[src/rtl/frs_pkg.sv]
package frs_pkg;

    typedef enum logic [1:0] {
        FS_IDLE  = 2'd0,
        FS_SCAN  = 2'd1,
        FS_GAP   = 2'd2,
        FS_ABORT = 2'd3
    } frs_state_e;

    typedef struct packed {
        logic row_end;
        logic frame_end;
        logic capture_done;
    } frs_strobe_t;

    // Another frame follows only while both the mode and the request stay up.
    function automatic logic frs_keep_going(input logic cont, input logic req);
        return cont & req;
    endfunction

endpackage

[src/rtl/frs_scan.sv]
module frs_scan #(
    parameter int CW = 8,
    parameter int RW = 8
) (
    input  logic          clk,
    input  logic          rst,
    input  logic          load,
    input  logic          adv,
    input  logic [CW-1:0] col_lo,
    input  logic [CW-1:0] col_hi,
    input  logic [RW-1:0] row_lo,
    input  logic [RW-1:0] row_hi,
    output logic [CW-1:0] col,
    output logic [RW-1:0] row,
    output logic          row_done,
    output logic          frame_done
);
    logic [CW-1:0] c_lo_q, c_hi_q;
    logic [RW-1:0] r_lo_q, r_hi_q;

    assign row_done   = (col == c_hi_q);
    assign frame_done = row_done && (row == r_hi_q);

    always_ff @(posedge clk) begin
        if (rst) begin
            c_lo_q <= '0;
            c_hi_q <= '0;
            r_lo_q <= '0;
            r_hi_q <= '0;
            col    <= '0;
            row    <= '0;
        end else if (load) begin
            c_lo_q <= col_lo;
            c_hi_q <= col_hi;
            r_lo_q <= row_lo;
            r_hi_q <= row_hi;
            col    <= col_lo;
            row    <= row_lo;
        end else if (adv) begin
            if (frame_done) begin
                col <= c_lo_q;
                row <= r_lo_q;
            end else if (row_done) begin
                col <= c_lo_q;
                row <= row + RW'(1);
            end else begin
                col <= col + CW'(1);
            end
        end
    end

    // Coordinates stay inside the latched window while scanning.
    assert_coord_in_window_R1: assert property (@(posedge clk) disable iff (rst)
        adv |-> (col >= c_lo_q && col <= c_hi_q && row >= r_lo_q && row <= r_hi_q));

endmodule

[src/rtl/frs_period.sv]
module frs_period #(
    parameter int TW = 16,
    parameter int PW = 17
) (
    input  logic          clk,
    input  logic          rst,
    input  logic          clear,
    input  logic          count,
    input  logic          in_gap,
    input  logic [TW-1:0] integ_in,
    output logic          gap_needed,
    output logic          gap_done
);
    logic [PW-1:0] elapsed;
    logic [TW-1:0] integ_q;
    logic [PW-1:0] integ_w;
    logic [PW-1:0] next_elapsed;

    assign integ_w      = PW'(integ_q);
    assign next_elapsed = elapsed + PW'(1);
    assign gap_needed   = integ_w > next_elapsed;
    assign gap_done     = next_elapsed >= integ_w;

    always_ff @(posedge clk) begin
        if (rst) begin
            elapsed <= '0;
            integ_q <= '0;
        end else if (clear) begin
            elapsed <= '0;
            integ_q <= integ_in;
        end else if (count) begin
            elapsed <= next_elapsed;
        end
    end

    // Gap cycles only occur while the frame period is still short of integration.
    assert_gap_bounded_R7: assert property (@(posedge clk) disable iff (rst)
        in_gap |-> (elapsed < integ_w));

endmodule

[src/rtl/frame_readout_seq.sv]
module frame_readout_seq #(
    parameter int CW = 8,
    parameter int RW = 8,
    parameter int TW = 16
) (
    input  logic          clk,
    input  logic          rst,
    input  logic          run,
    input  logic          cont_mode,
    input  logic          stop_at_end,
    input  logic          cc_enable,
    input  logic [CW-1:0] col_lo,
    input  logic [CW-1:0] col_hi,
    input  logic [RW-1:0] row_lo,
    input  logic [RW-1:0] row_hi,
    input  logic [TW-1:0] integ_time,
    output logic          pix_valid,
    output logic [CW-1:0] pix_col,
    output logic [RW-1:0] pix_row,
    output logic          eor_n,
    output logic          eof_n,
    output logic          irq_cc_n,
    output logic          run_flag
);
    import frs_pkg::*;

    localparam int PW = ((TW > CW + RW) ? TW : CW + RW) + 1;

    frs_state_e  state, state_nx;
    logic        run_q;
    logic        load;
    logic        scanning, in_gap, aborting;
    logic        row_done, frame_done;
    logic        gap_needed, gap_done;
    logic        keep_going;
    logic [CW-1:0] col;
    logic [RW-1:0] row;
    frs_strobe_t strobe;

    assign scanning   = (state == FS_SCAN);
    assign in_gap     = (state == FS_GAP);
    assign aborting   = (state == FS_ABORT);
    assign keep_going = frs_keep_going(cont_mode, run);

    frs_scan #(.CW(CW), .RW(RW)) u_scan (
        .clk        (clk),
        .rst        (rst),
        .load       (load),
        .adv        (scanning),
        .col_lo     (col_lo),
        .col_hi     (col_hi),
        .row_lo     (row_lo),
        .row_hi     (row_hi),
        .col        (col),
        .row        (row),
        .row_done   (row_done),
        .frame_done (frame_done)
    );

    frs_period #(.TW(TW), .PW(PW)) u_period (
        .clk        (clk),
        .rst        (rst),
        .clear      (load),
        .count      (scanning | in_gap),
        .in_gap     (in_gap),
        .integ_in   (integ_time),
        .gap_needed (gap_needed),
        .gap_done   (gap_done)
    );

    always_comb begin
        state_nx = state;
        load     = 1'b0;
        unique case (state)
            FS_IDLE: begin
                if (run && !run_q) begin
                    load     = 1'b1;
                    state_nx = FS_SCAN;
                end
            end
            FS_SCAN: begin
                if (!run && !stop_at_end) begin
                    state_nx = FS_ABORT;
                end else if (frame_done) begin
                    if (keep_going) begin
                        if (gap_needed) begin
                            state_nx = FS_GAP;
                        end else begin
                            load     = 1'b1;
                            state_nx = FS_SCAN;
                        end
                    end else begin
                        state_nx = FS_IDLE;
                    end
                end
            end
            FS_GAP: begin
                if (!run) begin
                    state_nx = FS_IDLE;
                end else if (gap_done) begin
                    load     = 1'b1;
                    state_nx = FS_SCAN;
                end
            end
            FS_ABORT: state_nx = FS_IDLE;
            default:  state_nx = FS_IDLE;
        endcase
    end

    always_ff @(posedge clk) begin
        if (rst) begin
            state <= FS_IDLE;
            run_q <= 1'b0;
        end else begin
            state <= state_nx;
            run_q <= run;
        end
    end

    always_comb begin
        strobe.row_end      = (scanning && row_done) || aborting;
        strobe.frame_end    = (scanning && frame_done) || aborting;
        strobe.capture_done = cc_enable &&
                              ((scanning && frame_done && !keep_going) || aborting);
    end

    assign pix_valid = scanning;
    assign pix_col   = scanning ? col : '0;
    assign pix_row   = scanning ? row : '0;
    assign eor_n     = ~strobe.row_end;
    assign eof_n     = ~strobe.frame_end;
    assign irq_cc_n  = ~strobe.capture_done;
    assign run_flag  = (state != FS_IDLE);

    assert_eof_with_eor_R2: assert property (@(posedge clk) disable iff (rst)
        !eof_n |-> !eor_n);

    assert_cc_with_eof_R5: assert property (@(posedge clk) disable iff (rst)
        !irq_cc_n |-> !eof_n);

    assert_start_on_request_R3: assert property (@(posedge clk) disable iff (rst)
        $rose(run_flag) |-> $past(run));

    assert_abort_then_idle_R9: assert property (@(posedge clk) disable iff (rst)
        (!eor_n && !pix_valid) |=> !run_flag);

endmodule

[config.mk]
export PLATFORM = sky130hd
export DESIGN_NAME = frame_readout_seq
export DESIGN_NICKNAME = d
export VERILOG_FILES = /design/src/rtl/frs_pkg.sv /design/src/rtl/frs_scan.sv /design/src/rtl/frs_period.sv /design/src/rtl/frame_readout_seq.sv
export SDC_FILE = /design/constraint.sdc
export NUM_CORES = 1
export LEC_CHECK = 0
export CAP_MARGIN = 15
export CORE_UTILIZATION = 58
export CTS_CLUSTER_DIAMETER = 200
export CTS_CLUSTER_SIZE = 12
export DETAILED_ROUTE_END_ITERATION = 10
export DONT_BUFFER_PORTS = 1
export PLACE_DENSITY = 0.82
export REMOVE_ABC_BUFFERS = 1
export SLEW_MARGIN = 10
export SYNTH_ARGS = -nofsm -noshare
export SYNTH_HDL_FRONTEND = slang
export SYNTH_SLANG_ARGS = --single-unit
[constraint.sdc]
create_clock -name clk -period 3.6 [get_ports clk]
set_input_delay 0.36 -clock clk [delete_from_list [all_inputs] [get_ports clk]]
set_output_delay 0.36 -clock clk [all_outputs]
set_load 0.01 [all_outputs]
# Yosys cells after proc, flatten, opt, wreduce, memory -nomap -nowiden
# Cells that the tools add are included.
[totals]
register_bits = 84
wordCells = 75
inputBits = 54
out_inout_bits = 21
[op_classes]
n_mux = 26
magnitude_cmp = 2
reduce_logical = 21
addsub = 3
n_bitwise = 5
eq_ne = 8
[ops]
columns = ["op", "n"]
rows = [
  ["$mux W8", 10],
  ["$add A17 B1 Y17 const B", 1],
  ["$ge A17 B16 Y1", 1],
  ["$gt A16 B17 Y1", 1],
  ["$add A8 B1 Y8 const B", 2],
  ["$eq A8 B8 Y1", 2],
  ["$mux W2", 7],
  ["$pmux W2 S4", 1],
  ["$logic_and A1 B1 Y1", 7],
  ["$mux W1", 7],
  ["$eq A2 B2 Y1 const B", 2],
  ["$logic_not A1 Y1", 4],
  ["$reduce_bool A2 Y1", 2],
  ["$logic_or A1 B1 Y1", 3],
  ["$ne A3 B1 Y1 const B", 1],
  ["$ne A3 B2 Y1 const B", 1],
  ["$not A1 Y1", 3],
  ["$pmux W1 S3", 1],
  ["$reduce_and A3 Y1", 1],
  ["$reduce_bool A3 Y1", 1],
  ["$eq A2 B1 Y1 const B", 1],
  ["$logic_not A2 Y1", 1],
  ["$ne A2 B2 Y1 const B", 1],
  ["$reduce_and A2 Y1", 1],
  ["3 further kinds", 3],
]

# Logic depth before layout (Yosys ltp)
# Gate-level depths: netlist of the first run.
[depth]
ltp_word = 9
depth_mapped = 17
depth_no_buf = 14

# Modules after synthesis
# From an unflattened synthesis of the first run, not the netlist that was laid out.
[unflattened]
cells_unflattened = 574
area_unflattened_um2 = 4976.0
[by_module_without_submodules]
columns = ["module", "seq_area_each_um2", "area_each_um2", "cells_per_inst", "n_inst"]
rows = [
  ["frs_scan", 960.9, 2518.7, 281, 1],
  ["frs_period", 660.6, 2015.7, 233, 1],
  ["frame_readout_seq", 60.1, 441.7, 60, 1],
]

# Worst setup path before layout of the first run
# Ideal clock, no wire load.
[synth_path]
kind = "register to register"
from = "register u_period.elapsed[0]"
to = "register u_period.integ_q[0]"
path_buffers = 3
slack_ns = -0.111
stages_incl_launch_ff = 18
arrival_time_ns = 3.583
t_required_ns = 3.472
synth_period_minus_slack_ns = 3.711
setup_ns = 0.128
cell_sequence = "dfxtp_1 ha_1 nand3_1 nor4_1 and3_1 clkbuf_1 nand3_1 xnor2_1 ha_1 o21ai_0 a22oi_1 a211oi_1 o221ai_2 o22ai_1 buf_6 buf_6 mux2i_1 nor2_1"
[synth_via]
elab_chain_cells = 7
word_cells_on_any_way = 10
[synth_rtl]
columns = ["element", "line", "source"]
rows = [
  ["start: declaration", "frs_period.sv:14", "logic [PW-1:0] elapsed;"],
  ["start signal: assignment", "frs_period.sv:32", "elapsed <= next_elapsed;"],
  ["$add A17 B1 Y17 *", "frs_period.sv:20", "assign next_elapsed = elapsed + PW'(1);"],
  ["net u_period.next_elapsed[14]", "frs_period.sv:17", "logic [PW-1:0] next_elapsed;"],
  ["$gt A16 B17 Y1", "frs_period.sv:21", "assign gap_needed = integ_w > next_elapsed;"],
  ["$mux W1", "frame_readout_seq.sv:86", "if (gap_needed) begin"],
  ["$mux W1", "frame_readout_seq.sv:85", "if (keep_going) begin"],
  ["$mux W1", "frame_readout_seq.sv:84", "end else if (frame_done) begin"],
  ["$mux W1", "frame_readout_seq.sv:82", "if (!run && !stop_at_end) begin"],
  ["$pmux W1 S3 *", "frame_readout_seq.sv:74", "unique case (state)"],
  ["end signal: assignment", "frs_period.sv:30", "integ_q <= integ_in;"],
  ["end: declaration", "frs_period.sv:15", "logic [TW-1:0] integ_q;"],
]
# Mark *: on every way through the listed nets, which the timed path passes. The rest lies on a longest branch.
# A chain may end at the register's enable or synchronous reset.

# Final worst setup path of the first run
[layout_path]
from = "register u_period.elapsed[8]"
to = "register u_scan.r_lo_q[7]"
[layout_via]
elab_chain_cells = 7
word_cells_on_any_way = 10
[layout_rtl]
columns = ["element", "line", "source"]
rows = [
  ["$add A17 B1 Y17 *", "frs_period.sv:20", ""],
  ["net u_period.next_elapsed[15]", "frs_period.sv:17", ""],
  ["$gt A16 B17 Y1", "frs_period.sv:21", ""],
  ["$mux W1", "frame_readout_seq.sv:86", ""],
  ["$mux W1", "frame_readout_seq.sv:85", ""],
  ["$mux W1", "frame_readout_seq.sv:84", ""],
  ["$mux W1", "frame_readout_seq.sv:82", ""],
  ["$pmux W1 S3 *", "frame_readout_seq.sv:74", ""],
  ["end signal: assignment", "frs_scan.sv:35", "r_lo_q <= row_lo;"],
  ["end: declaration", "frs_scan.sv:19", "logic [RW-1:0] r_lo_q, r_hi_q;"],
]
# Marks and branches as above.

==> results of run 1 <==
[cell usage in the layout, fill, tap and decap left out, types with 2 or more instances in the layout]
cell type | Yosys | layout
a21oi_1 | 21 | 21
a22oi_1 | 2 | 2
a2bb2oi_1 | 2 | 2
a31oi_1 | 3 | 3
and2_1 | 11 | 11
and3_1 | 11 | 9
and3_4 | 0 | 2
buf_4 | 1 | 25
clkbuf_8 | 0 | 9
clkinv_4 | 0 | 2
clkinvlp_4 | 0 | 2
dfxtp_1 | 84 | 81
dfxtp_2 | 0 | 3
ha_1 | 24 | 23
inv_1 | 30 | 30
mux2_2 | 2 | 2
mux2i_1 | 66 | 65
nand2_1 | 32 | 32
nand2b_1 | 3 | 3
nand3_1 | 20 | 20
nand3b_1 | 2 | 2
nand4_1 | 15 | 15
nor2_1 | 99 | 98
nor3_1 | 6 | 5
nor4_2 | 1 | 3
o21ai_0 | 13 | 13
o221ai_1 | 8 | 8
o22ai_1 | 5 | 4
or2_2 | 2 | 2
xnor2_1 | 20 | 20
xor2_1 | 26 | 25
[layout make-up]
class,count,area [um^2],area share
clock inverter,7,76.32,0.01455
sequential,84,1685,0.3213
multi-input combinational,413,2860,0.5452
clock buffer,9,123.9,0.02361
timing repair buffer,28,260.3,0.04961
inverter,30,112.6,0.02146
tap,102,127.6,0.02433
[what timing repair did]
action	CTS	global route
setup endpoints to repair	78	83
hold buffers	0	0
gates resized for setup	6	12
cloned	1	1
pin swaps	1	4
buffers inserted	2	2
[cells by family (layout without fill, tap and decap cells)]
| kind of cell | after synthesis | in the layout |
|---|---|---|
| AND/OR/NAND/NOR | 208 | 208 |
| adder cells (fa/ha/maj) | 24 | 24 |
| XOR/XNOR | 46 | 46 |
| flip-flops | 84 | 84 |
| buffers and inverters | 64 | 74 |
| AO/OA/AOI/OAI | 67 | 67 |
| multiplexers | 68 | 68 |
[layer usage]
| layer | vias up | wire length, um | global-route usage |
|---|---|---|---|
| met4 | 0 | 223 | 0.09505 |
| li1 | 1932 | - | - |
| met5 | - | 0 | 0 |
| met2 | 126 | 5153 | 0.4531 |
| met3 | 24 | 742 | 0.05583 |
| met1 | 1852 | 4524 | 0.3039 |
[state kept, by name (all words and copies together), names as in the netlist]
| name | flops |
|---|---|
| run_q | 1 |
| u_period.elapsed | 17 |
| u_scan.c_lo_q | 8 |
| u_scan.r_lo_q | 8 |
| u_scan.col | 8 |
| state | 2 |
| u_period.integ_q | 16 |
| u_scan.c_hi_q | 8 |
| u_scan.row | 8 |
| u_scan.r_hi_q | 8 |
[worst max-delay path by stage]
stage                              startpoint                   end  slack [ps]  cells past startpoint
after floorplan           u_period.elapsed[0]   u_period.elapsed[0]       -5020                     14
after CTS                 u_period.elapsed[0]      u_scan.c_hi_q[5]           7                     16
final                     u_period.elapsed[8]      u_scan.r_lo_q[7]         220                     16
after detailed placement  u_period.elapsed[1]      u_scan.c_hi_q[5]        -100                     14
after global routing      u_period.elapsed[1]   u_period.integ_q[1]          30                     15
after global placement    u_period.elapsed[0]  u_period.integ_q[12]           4                     14
[critical path, delay by kind of cell, from the launching register on]
family	cells	cell delay, ps
and+or+nand+nor	8	1300
AOI/OAI and AO/OA	3	550
DFF	1	420
buffers and inverters	2	350
adders and majority gates	1	270
muxes	1	210
xor gates and xnor gates	1	160
[where the power goes]
group	switching, W	internal (W)
logic	0.00189	0.00155
clock network	0.000368	0.000324
registers	0.000261	0.00126
total	0.00252	0.00313
[per-stage QoR]
stage,cells,cell area (um^2),util,hold WS [ps]
2_1_floorplan,527,4582,-,426.7
3_3_place_gp,651,4901,0.6245,436.0
3_5_place_dp,651,4901,0.6245,441.2
4_1_cts,670,5171,0.6590,49.35
5_1_grt,673,5246,0.6685,39.97
6_report,673,5246,0.6685,54.14
==> metrics.cfg, run 1 <==
[die]
ios=75
die_h_um=92.58
row_count=32
die_w_um=92.58
coreArea_um2=7848
dieArea_um2=8570
initial_utilization=0.6063

[cts]
cts-htree-levels=3
cts_buffers=9
clkSinkCount=84
clock_latency_ps=360
cts_buffer_depth=2
root_buffer=clkbuf_8
tritoncts=done
clkSlewWorstSetupHoldPaths_ps=90

[routing]
wl_um=10640
wire_per_inst_um=15.82
avgViaCountPerCell=5.845
drt_pre_antenna_iters=4
antenna_left=0
drcViolationCount=0
vias=3934
drt_iter0_markers=136

[timing]
worst_pin_slew_ps=860.5
max_freq_ghz=0.2955
min_period_ps=3384
rsz0062_at_grt=false
layout_setup_ws_ps=216.3
fin_crit_sh=0.9399
worst_clock_skew_ps=15.54
setup_viol=0
fin_tns_setup_ps=0
slew_viol_final=0
timing.final.hold_violations=0
slew_headroom=0.4219

[synthesis]
seq_area_frac_synth=0.3534
synthCells=561
async_flop_share=0
yosys-mux-area-fraction=0.1436
ys.flop_type=dfxtp_1
synth_adder_area_share=0.06311
synth-simple-area-share=0.2033
synth.distinct_cells=46
synth_top_family_by_area=simple AND/OR/NAND/NOR gates
yosysMostFrequentCell=nor2_1
synth-seq-cells=84
synth_area_um2=4758
synth_compound_area_frac=0.09124
synth-edff-count=0
yosysWarnings=0
synth_commonest_cells=nor2_1 (99), dfxtp_1 (84), mux2i_1 (66)
synth_top_area_frac=0.3534
synth_area_leaders=dfxtp_1 (35%), mux2i_1 (14%), nor2_1 (7.8%), ha_1 (6.3%), xor2_1 (4.8%)
synth_xor_area_frac=0.08467
syn_area_per_cell_um2=8.482
yosysTopAreaCell=dfxtp_1

[placed_design]
dp_slack_ps=-103.2
port_buffers=0
place.gp.congestion=0.8491
dp_hpwl_um=7338

[grt]
grt_max_degree=71
grt_use_total=0.2570
antenna_found_initial=0
gr-total-overflow=0
grt_pass1_vias=3816
grt_pass1_wl_um=17550

[critical_path]
arrival_ps=3630
critPathKind=flop to flop
endpoint_kind=flop
reg2regPathDepth=16
startpoint_type=flop
path_cells=nand2_1 > nor4_2 > and3_1 > and3_4 > and3_4 > xor2_2 > ha_1 > nand4_1 > nor2_1 > a211oi_2 > o221ai_2 > o22ai_4 > buf_4 > buf_16 > mux2i_1 > nor2_1
cp_max_fo=19
cp_slowest_cell=dfxtp_1
max_stage_delay_ps=420
required_ps=3850
reg2reg_slack_ps=220
r2r_start=u_period.elapsed[8]
r2r_end=u_scan.r_lo_q[7]

[worst_hold_path]
holdPathStages=1
hold_end=u_scan.c_hi_q[6]
holdCritStartpoint=rst
hold_path_class=primary input to flop

[layout]
drive_gt1_frac=0.1173
layout.nets=644
area_growth_pct=10.26
antenna_cells=0
nFillCells=630

[pwr]
p_per_area_nw_per_um2=1078
ir_drop_uv=435.1
finalPower_w=0.005655
cellLeakagePower_nw=2.378

[status]
status=completed

[run]
max_cap_viol_count=0

(Power assumes the default switching activity.)
==> run 2: changes to the inputs <==
--- a/config.mk
+++ b/config.mk
@@ -6,12 +6,14 @@
 export NUM_CORES = 1
 export LEC_CHECK = 0
 export CAP_MARGIN = 15
-export CORE_UTILIZATION = 58
+export CELL_PAD_IN_SITES_DETAIL_PLACEMENT = 2
+export CELL_PAD_IN_SITES_GLOBAL_PLACEMENT = 2
+export CORE_UTILIZATION = 34
 export CTS_CLUSTER_DIAMETER = 200
 export CTS_CLUSTER_SIZE = 12
 export DETAILED_ROUTE_END_ITERATION = 10
 export DONT_BUFFER_PORTS = 1
-export PLACE_DENSITY = 0.82
+export PLACE_DENSITY = 0.81
 export REMOVE_ABC_BUFFERS = 1
 export SLEW_MARGIN = 10
 export SYNTH_ARGS = -nofsm -noshare
==> metrics.cfg, run 2 (synthesis gave the netlist of run 1 again) <==
[layout]
layout.nets=653
drive_gt1_frac=0.1414
area_growth_pct=19.25
layout_common_cells=nor2_1 (98), dfxtp_1 (79), mux2i_1 (64)
reg_top3=u_period.elapsed: 17 flops, u_period.integ_q: 16 flops
fin_area_um2=5674
largest_register_ffs=17
antenna_cells=0
layout_commonest_cell=nor2_1
nFillCells=1482
regMostFlops=u_period.elapsed

[critical_path]
startpoint_type=flop
arrival_ps=3750
reg2reg_slack_ps=90
r2r_end=u_period.integ_q[13]
critPathKind=flop to flop
reg2regPathDepth=16
endpoint_kind=flop
cp_max_fo=9
r2r_start=u_period.elapsed[1]
cp-startpoint=u_period.elapsed[1]
required_ps=3840

[timing]
whs_ps=70.03
timing.final.hold_violations=0
slew_headroom=0.3617
min_period_ps=3512
fin_crit_sh=0.9756
setup_viol=0
worst_pin_slew_ps=950.1
worst_clock_skew_ps=10.77
max_freq_ghz=0.2847
slew_viol_final=0

[cts]
clock_latency_ps=360
clkSinkCount=84
root_buffer=clkbuf_16
cts_buffer_depth=2
clkSlewWorstSetupHoldPaths_ps=70
tritoncts=done
cts-htree-levels=3
cts_buffers=9

[die]
initial_utilization=0.3537
dieArea_um2=14470
ios=75
die_w_um=120.3
row_count=42
coreArea_um2=13450
die_h_um=120.3

[placed_design]
port_buffers=0
dp_hpwl_um=10140
place.gp.congestion=0.8146
place_area_um2=5044

[routing]
wl_um=15750
vias=4069
antenna_left=0
wire_per_inst_um=20.84
drt_iter0_markers=202
drcViolationCount=0
drt_pre_antenna_iters=4
avgViaCountPerCell=5.382

[grt]
grt_pass1_vias=4523
gr-total-overflow=0
grt_max_degree=71
antenna_found_initial=0
grt_use_total=0.2192
grt_pass1_wl_um=24430

[worst_hold_path]
holdPathStages=1
hold_end=u_scan.col[0]
hold_path_class=primary input to flop
holdCritStartpoint=rst

[pwr]
cellLeakagePower_nw=2.545
p_per_area_nw_per_um2=1161
ir_drop_uv=365.7
finalPower_w=0.006588

[run]
max_cap_viol_count=0

[status]
status=completed

run 2: repair_timing:
item | 4_1_cts | 5_1_grt
setup endpoints to repair | 83 | 83
buffers inserted | 4 | 9
gates cloned | 1 | 1
hold buffers | 0 | 0
resized for setup | 17 | 20
pin swaps | 4 | 9
run 2: final cells by class:
| cell class | instances | area (um^2) | share of cell area |
|---|---|---|---|
| well taps | 176 | 220.2 | 0.03881 |
| clock inverters | 5 | 75.07 | 0.01323 |
| clock buffers | 11 | 242.7 | 0.04278 |
| multi-input cells | 413 | 2934 | 0.5171 |
| flip-flops and latches | 84 | 1695 | 0.2988 |
| inverters | 30 | 112.6 | 0.01985 |
| repair buffers | 37 | 394.1 | 0.06946 |
run 2: layer usage:
metal,routed length (um),track usage
met1,6589,0.2509
met2,8279,0.4063
met3,563,0.03962
met4,322,0.07330
met5,0,0
run 2: critical path, cell delays in order, from the launching register on:
cell and delay, ps:
dfxtp_4 400, nand3_4 100, nor4_4 340, and3_4 260, and3_4 220, and3_4 200
xor2_2 170, ha_1 270, nand4_1 110, nor2_1 80, a211oi_2 190, o221ai_2 180
o22ai_4 250, buf_6 180, clkbuf_16 170, mux2i_1 200, nor2_1 60
run 2: report_power, final:
group          internal, W  leakage [nW]  switching, W
Combinational      0.00182          1.70       0.00218
Sequential         0.00126         0.686      0.000300
Clock             0.000624         0.159      0.000401
run 2: worst max path at each step:
stage	cells past startpoint	endpoint
CTS	16	u_scan.r_lo_q[5]
global route	16	u_period.integ_q[3]
floorplan	14	u_period.elapsed[0]
detailed placement	16	u_period.integ_q[2]
finish	16	u_period.integ_q[13]
global placement	15	u_scan.row[6]
run 2: metrics by stage:
| stage | instances | util | worst slack (ps) | TNS, ps |
|---|---|---|---|---|
| 4_1_cts | 746 | 0.4077 | 2.339 | 0 |
| 2_1_floorplan | 527 | - | -5016 | -338660 |
| 5_1_grt | 756 | 0.4218 | -88.29 | -1720 |
| 3_3_place_gp | 725 | 0.3749 | 12.78 | 0 |
| 3_5_place_dp | 725 | 0.3749 | -345.7 | -23300 |
| 6_report | 756 | 0.4218 | 87.97 | 0 |
==> run 3: changes to the inputs <==
--- a/config.mk
+++ b/config.mk
@@ -5,15 +5,16 @@
 export SDC_FILE = /design/constraint.sdc
 export NUM_CORES = 1
 export LEC_CHECK = 0
+export ABC_AREA = 1
 export CAP_MARGIN = 15
 export CELL_PAD_IN_SITES_DETAIL_PLACEMENT = 2
 export CELL_PAD_IN_SITES_GLOBAL_PLACEMENT = 2
-export CORE_UTILIZATION = 34
+export CORE_UTILIZATION = 32
 export CTS_CLUSTER_DIAMETER = 200
 export CTS_CLUSTER_SIZE = 12
 export DETAILED_ROUTE_END_ITERATION = 10
 export DONT_BUFFER_PORTS = 1
-export PLACE_DENSITY = 0.81
+export PLACE_DENSITY = 0.82
 export REMOVE_ABC_BUFFERS = 1
 export SLEW_MARGIN = 10
 export SYNTH_ARGS = -nofsm -noshare
==> metrics.cfg, run 3 <==
[status]
status=finished with violations
violations=design-rule violations, negative setup slack

[routing]
drt_iter0_markers=228
antenna_left=0
wl_um=19650
drt_pre_antenna_iters=7
wire_per_inst_um=22.15
vias=4780
avgViaCountPerCell=5.389
drcViolationCount=2

[synthesis]
synth-seq-cells=84
synth.distinct_cells=38
yosysMostFrequentCell=nand2_1
async_flop_share=0
seq_area_frac_synth=0.3476
synth_area_um2=4837
yosysWarnings=0
synth_area_leaders=dfxtp_1 (35%), nand2_1 (11%), inv_1 (6.7%), ha_1 (6.2%), nor2_1 (5.7%)
synth_top_area_frac=0.3476
synth-edff-count=0
synthCells=694
syn_area_per_cell_um2=6.970
yosysTopAreaCell=dfxtp_1
ys.flop_type=dfxtp_1
synth_commonest_cells=nand2_1 (146), inv_1 (86), dfxtp_1 (84)

[critical_path]
cp_max_fo=18
startpoint_type=flop
endpoint_kind=flop
r2r_start=u_period.elapsed[3]
required_ps=3870
reg2regPathDepth=22
reg2reg_slack_ps=-110
critPathKind=flop to flop
r2r_end=u_period.integ_q[7]
arrival_ps=3980

[worst_hold_path]
holdCritStartpoint=rst
holdPathStages=1
hold_end=u_scan.r_lo_q[4]
hold_path_class=primary input to flop

[timing]
worst_pin_slew_ps=827.5
slew_viol_final=0
whs_ps=54.82
layout_setup_ws_ps=-112.2
setup_viol=29
worst_clock_skew_ps=14.75
min_period_ps=3712
fin_tns_setup_ps=-704.9
max_freq_ghz=0.2694
timing.final.hold_violations=0
slew_headroom=0.4478
fin_crit_sh=1.031
rsz0062_at_grt=true

[die]
coreArea_um2=14640
die_w_um=124.9
die_h_um=124.9
row_count=44
dieArea_um2=15610
initial_utilization=0.3303
ios=75

[cts]
root_buffer=clkbuf_16
clock_latency_ps=360
clkSinkCount=84
cts_buffer_depth=2
cts_buffers=9
cts-htree-levels=3
clkSlewWorstSetupHoldPaths_ps=80
tritoncts=done

[layout]
layout_commonest_cell=nand2_1
regMostFlops=u_period.elapsed
drive_gt1_frac=0.1849
largest_register_ffs=17
multi_input_area_um2=2907
area.sequential_um2=1688
nFillCells=1689
layout_common_cells=nand2_1 (132), dfxtp_1 (81), inv_1 (79)
fin_cells=887
antenna_cells=0
area_growth_pct=19.74
finalCoreUtilization=0.3955
reg_top3=u_period.elapsed: 17 flops, u_period.integ_q: 16 flops
layout.nets=776

[run]
max_cap_viol_count=0

[grt]
grt_pass1_vias=5221
grt_use_total=0.2358
use_met1=0.2736
antenna_found_initial=0
gr-total-overflow=0
grt_pass1_wl_um=28620
use_met2=0.4395
grt_busiest_layer=met2
grt_max_degree=35
met3_usage=0.02781

[placed_design]
place.gp.congestion=0.7839
dp_hpwl_um=11380
dp_cells=858
port_buffers=0
dp_slack_ps=-312.2

[pwr]
cellLeakagePower_nw=2.555
p_per_area_nw_per_um2=918.3
ir_drop_uv=319.0

==> run 3: cell types whose count changed after synthesis, sizes merged, moves of 11 or more <==
cell,change
nand2,+126
mux2i,-66
inv,+60
o21ai,+42
nand3,+26
a21oi,+25
nor2,-23
and2,-11
and3,-11
==> run 3: worst max-delay path: stages (launching register included) <==
cell and delay (ps):
dfxtp_1 420, inv_2 120, nor4_4 370, buf_4 180, nor2_1 40, nor2_1 180, ha_1 270, nand2_1 110
a21oi_1 50, nor2_1 180, nand3_1 160, nand2_1 100, nand2_1 60, nand2_1 90, nand2_2 60, nand2_2 110
nand3_2 100, nand2_2 130, nand3_4 140, nand2_8 180, buf_8 200, o21ai_0 130, a21oi_1 230
==> run 3: cells by family after synthesis <==
family                   Yosys count  synth area share
flip-flops                        84            0.3476
buffers and inverters            124            0.1104
adder cells (fa/ha/maj)           24           0.06208
XOR/XNOR                          36           0.06518
AO/OA/AOI/OAI                    118            0.1355
AND/OR/NAND/NOR                  308            0.2791
==> run 3: what timing repair did <==
action	in CTS	in global routing
pin swaps	10	21
hold buffers	0	0
gates cloned	2	0
gates resized for setup	28	65
endpoints found under the setup margin	81	82
setup buffers	8	4
==> run 3: layer usage <==
| layer | share of wire | wire length [um] | up-vias |
|---|---|---|---|
| met3 | 0.031 | 604 | 41 |
| li1 | - | - | 2216 |
| met2 | 0.52 | 10120 | 108 |
| met5 | 0 | 0 | - |
| met4 | 0.033 | 639 | 0 |
| met1 | 0.42 | 8279 | 2415 |
==> run 3: layout make-up <==
| class | count | area share |
|---|---|---|
| Sequential cell | 84 | 0.2914 |
| Tap cell | 184 | 0.03975 |
| Inverter | 90 | 0.06006 |
| Clock buffer | 12 | 0.04083 |
| Timing Repair Buffer | 27 | 0.04925 |
| Clock inverter | 4 | 0.01685 |
| Multi-Input combinational cell | 486 | 0.5018 |
==> run 3: per-stage QoR <==
| stage | instance area [um^2] | total power, W |
|---|---|---|
| 6_report | 5792 | 0.005319 |
| 5_1_grt | 5792 | 0.005635 |
| 4_1_cts | 5573 | 0.004998 |
| 3_5_place_dp | 5001 | 0.003643 |
| 3_3_place_gp | 5001 | 0.003478 |
| 2_1_floorplan | 4641 | 0.002876 |
==> run 3: worst max-delay path by stage <==
stage / from / endpoint / slack [ps]
after global routing: u_period.elapsed[0] / u_period.integ_q[7] / -240
after global placement: u_period.elapsed[1] / u_scan.col[2] / 70
final: u_period.elapsed[3] / u_period.integ_q[7] / -110
after floorplan: u_period.elapsed[0] / u_scan.col[6] / -230
after CTS: u_period.elapsed[1] / u_scan.row[1] / 3
after detailed placement: u_period.elapsed[1] / u_scan.r_hi_q[0] / -310
==> run 3: report_power, final <==
| part | switching, W | internal [W] |
|---|---|---|
| logic | 0.00175 | 0.000938 |
| registers | 0.000306 | 0.00121 |
| clock network | 0.000431 | 0.000681 |
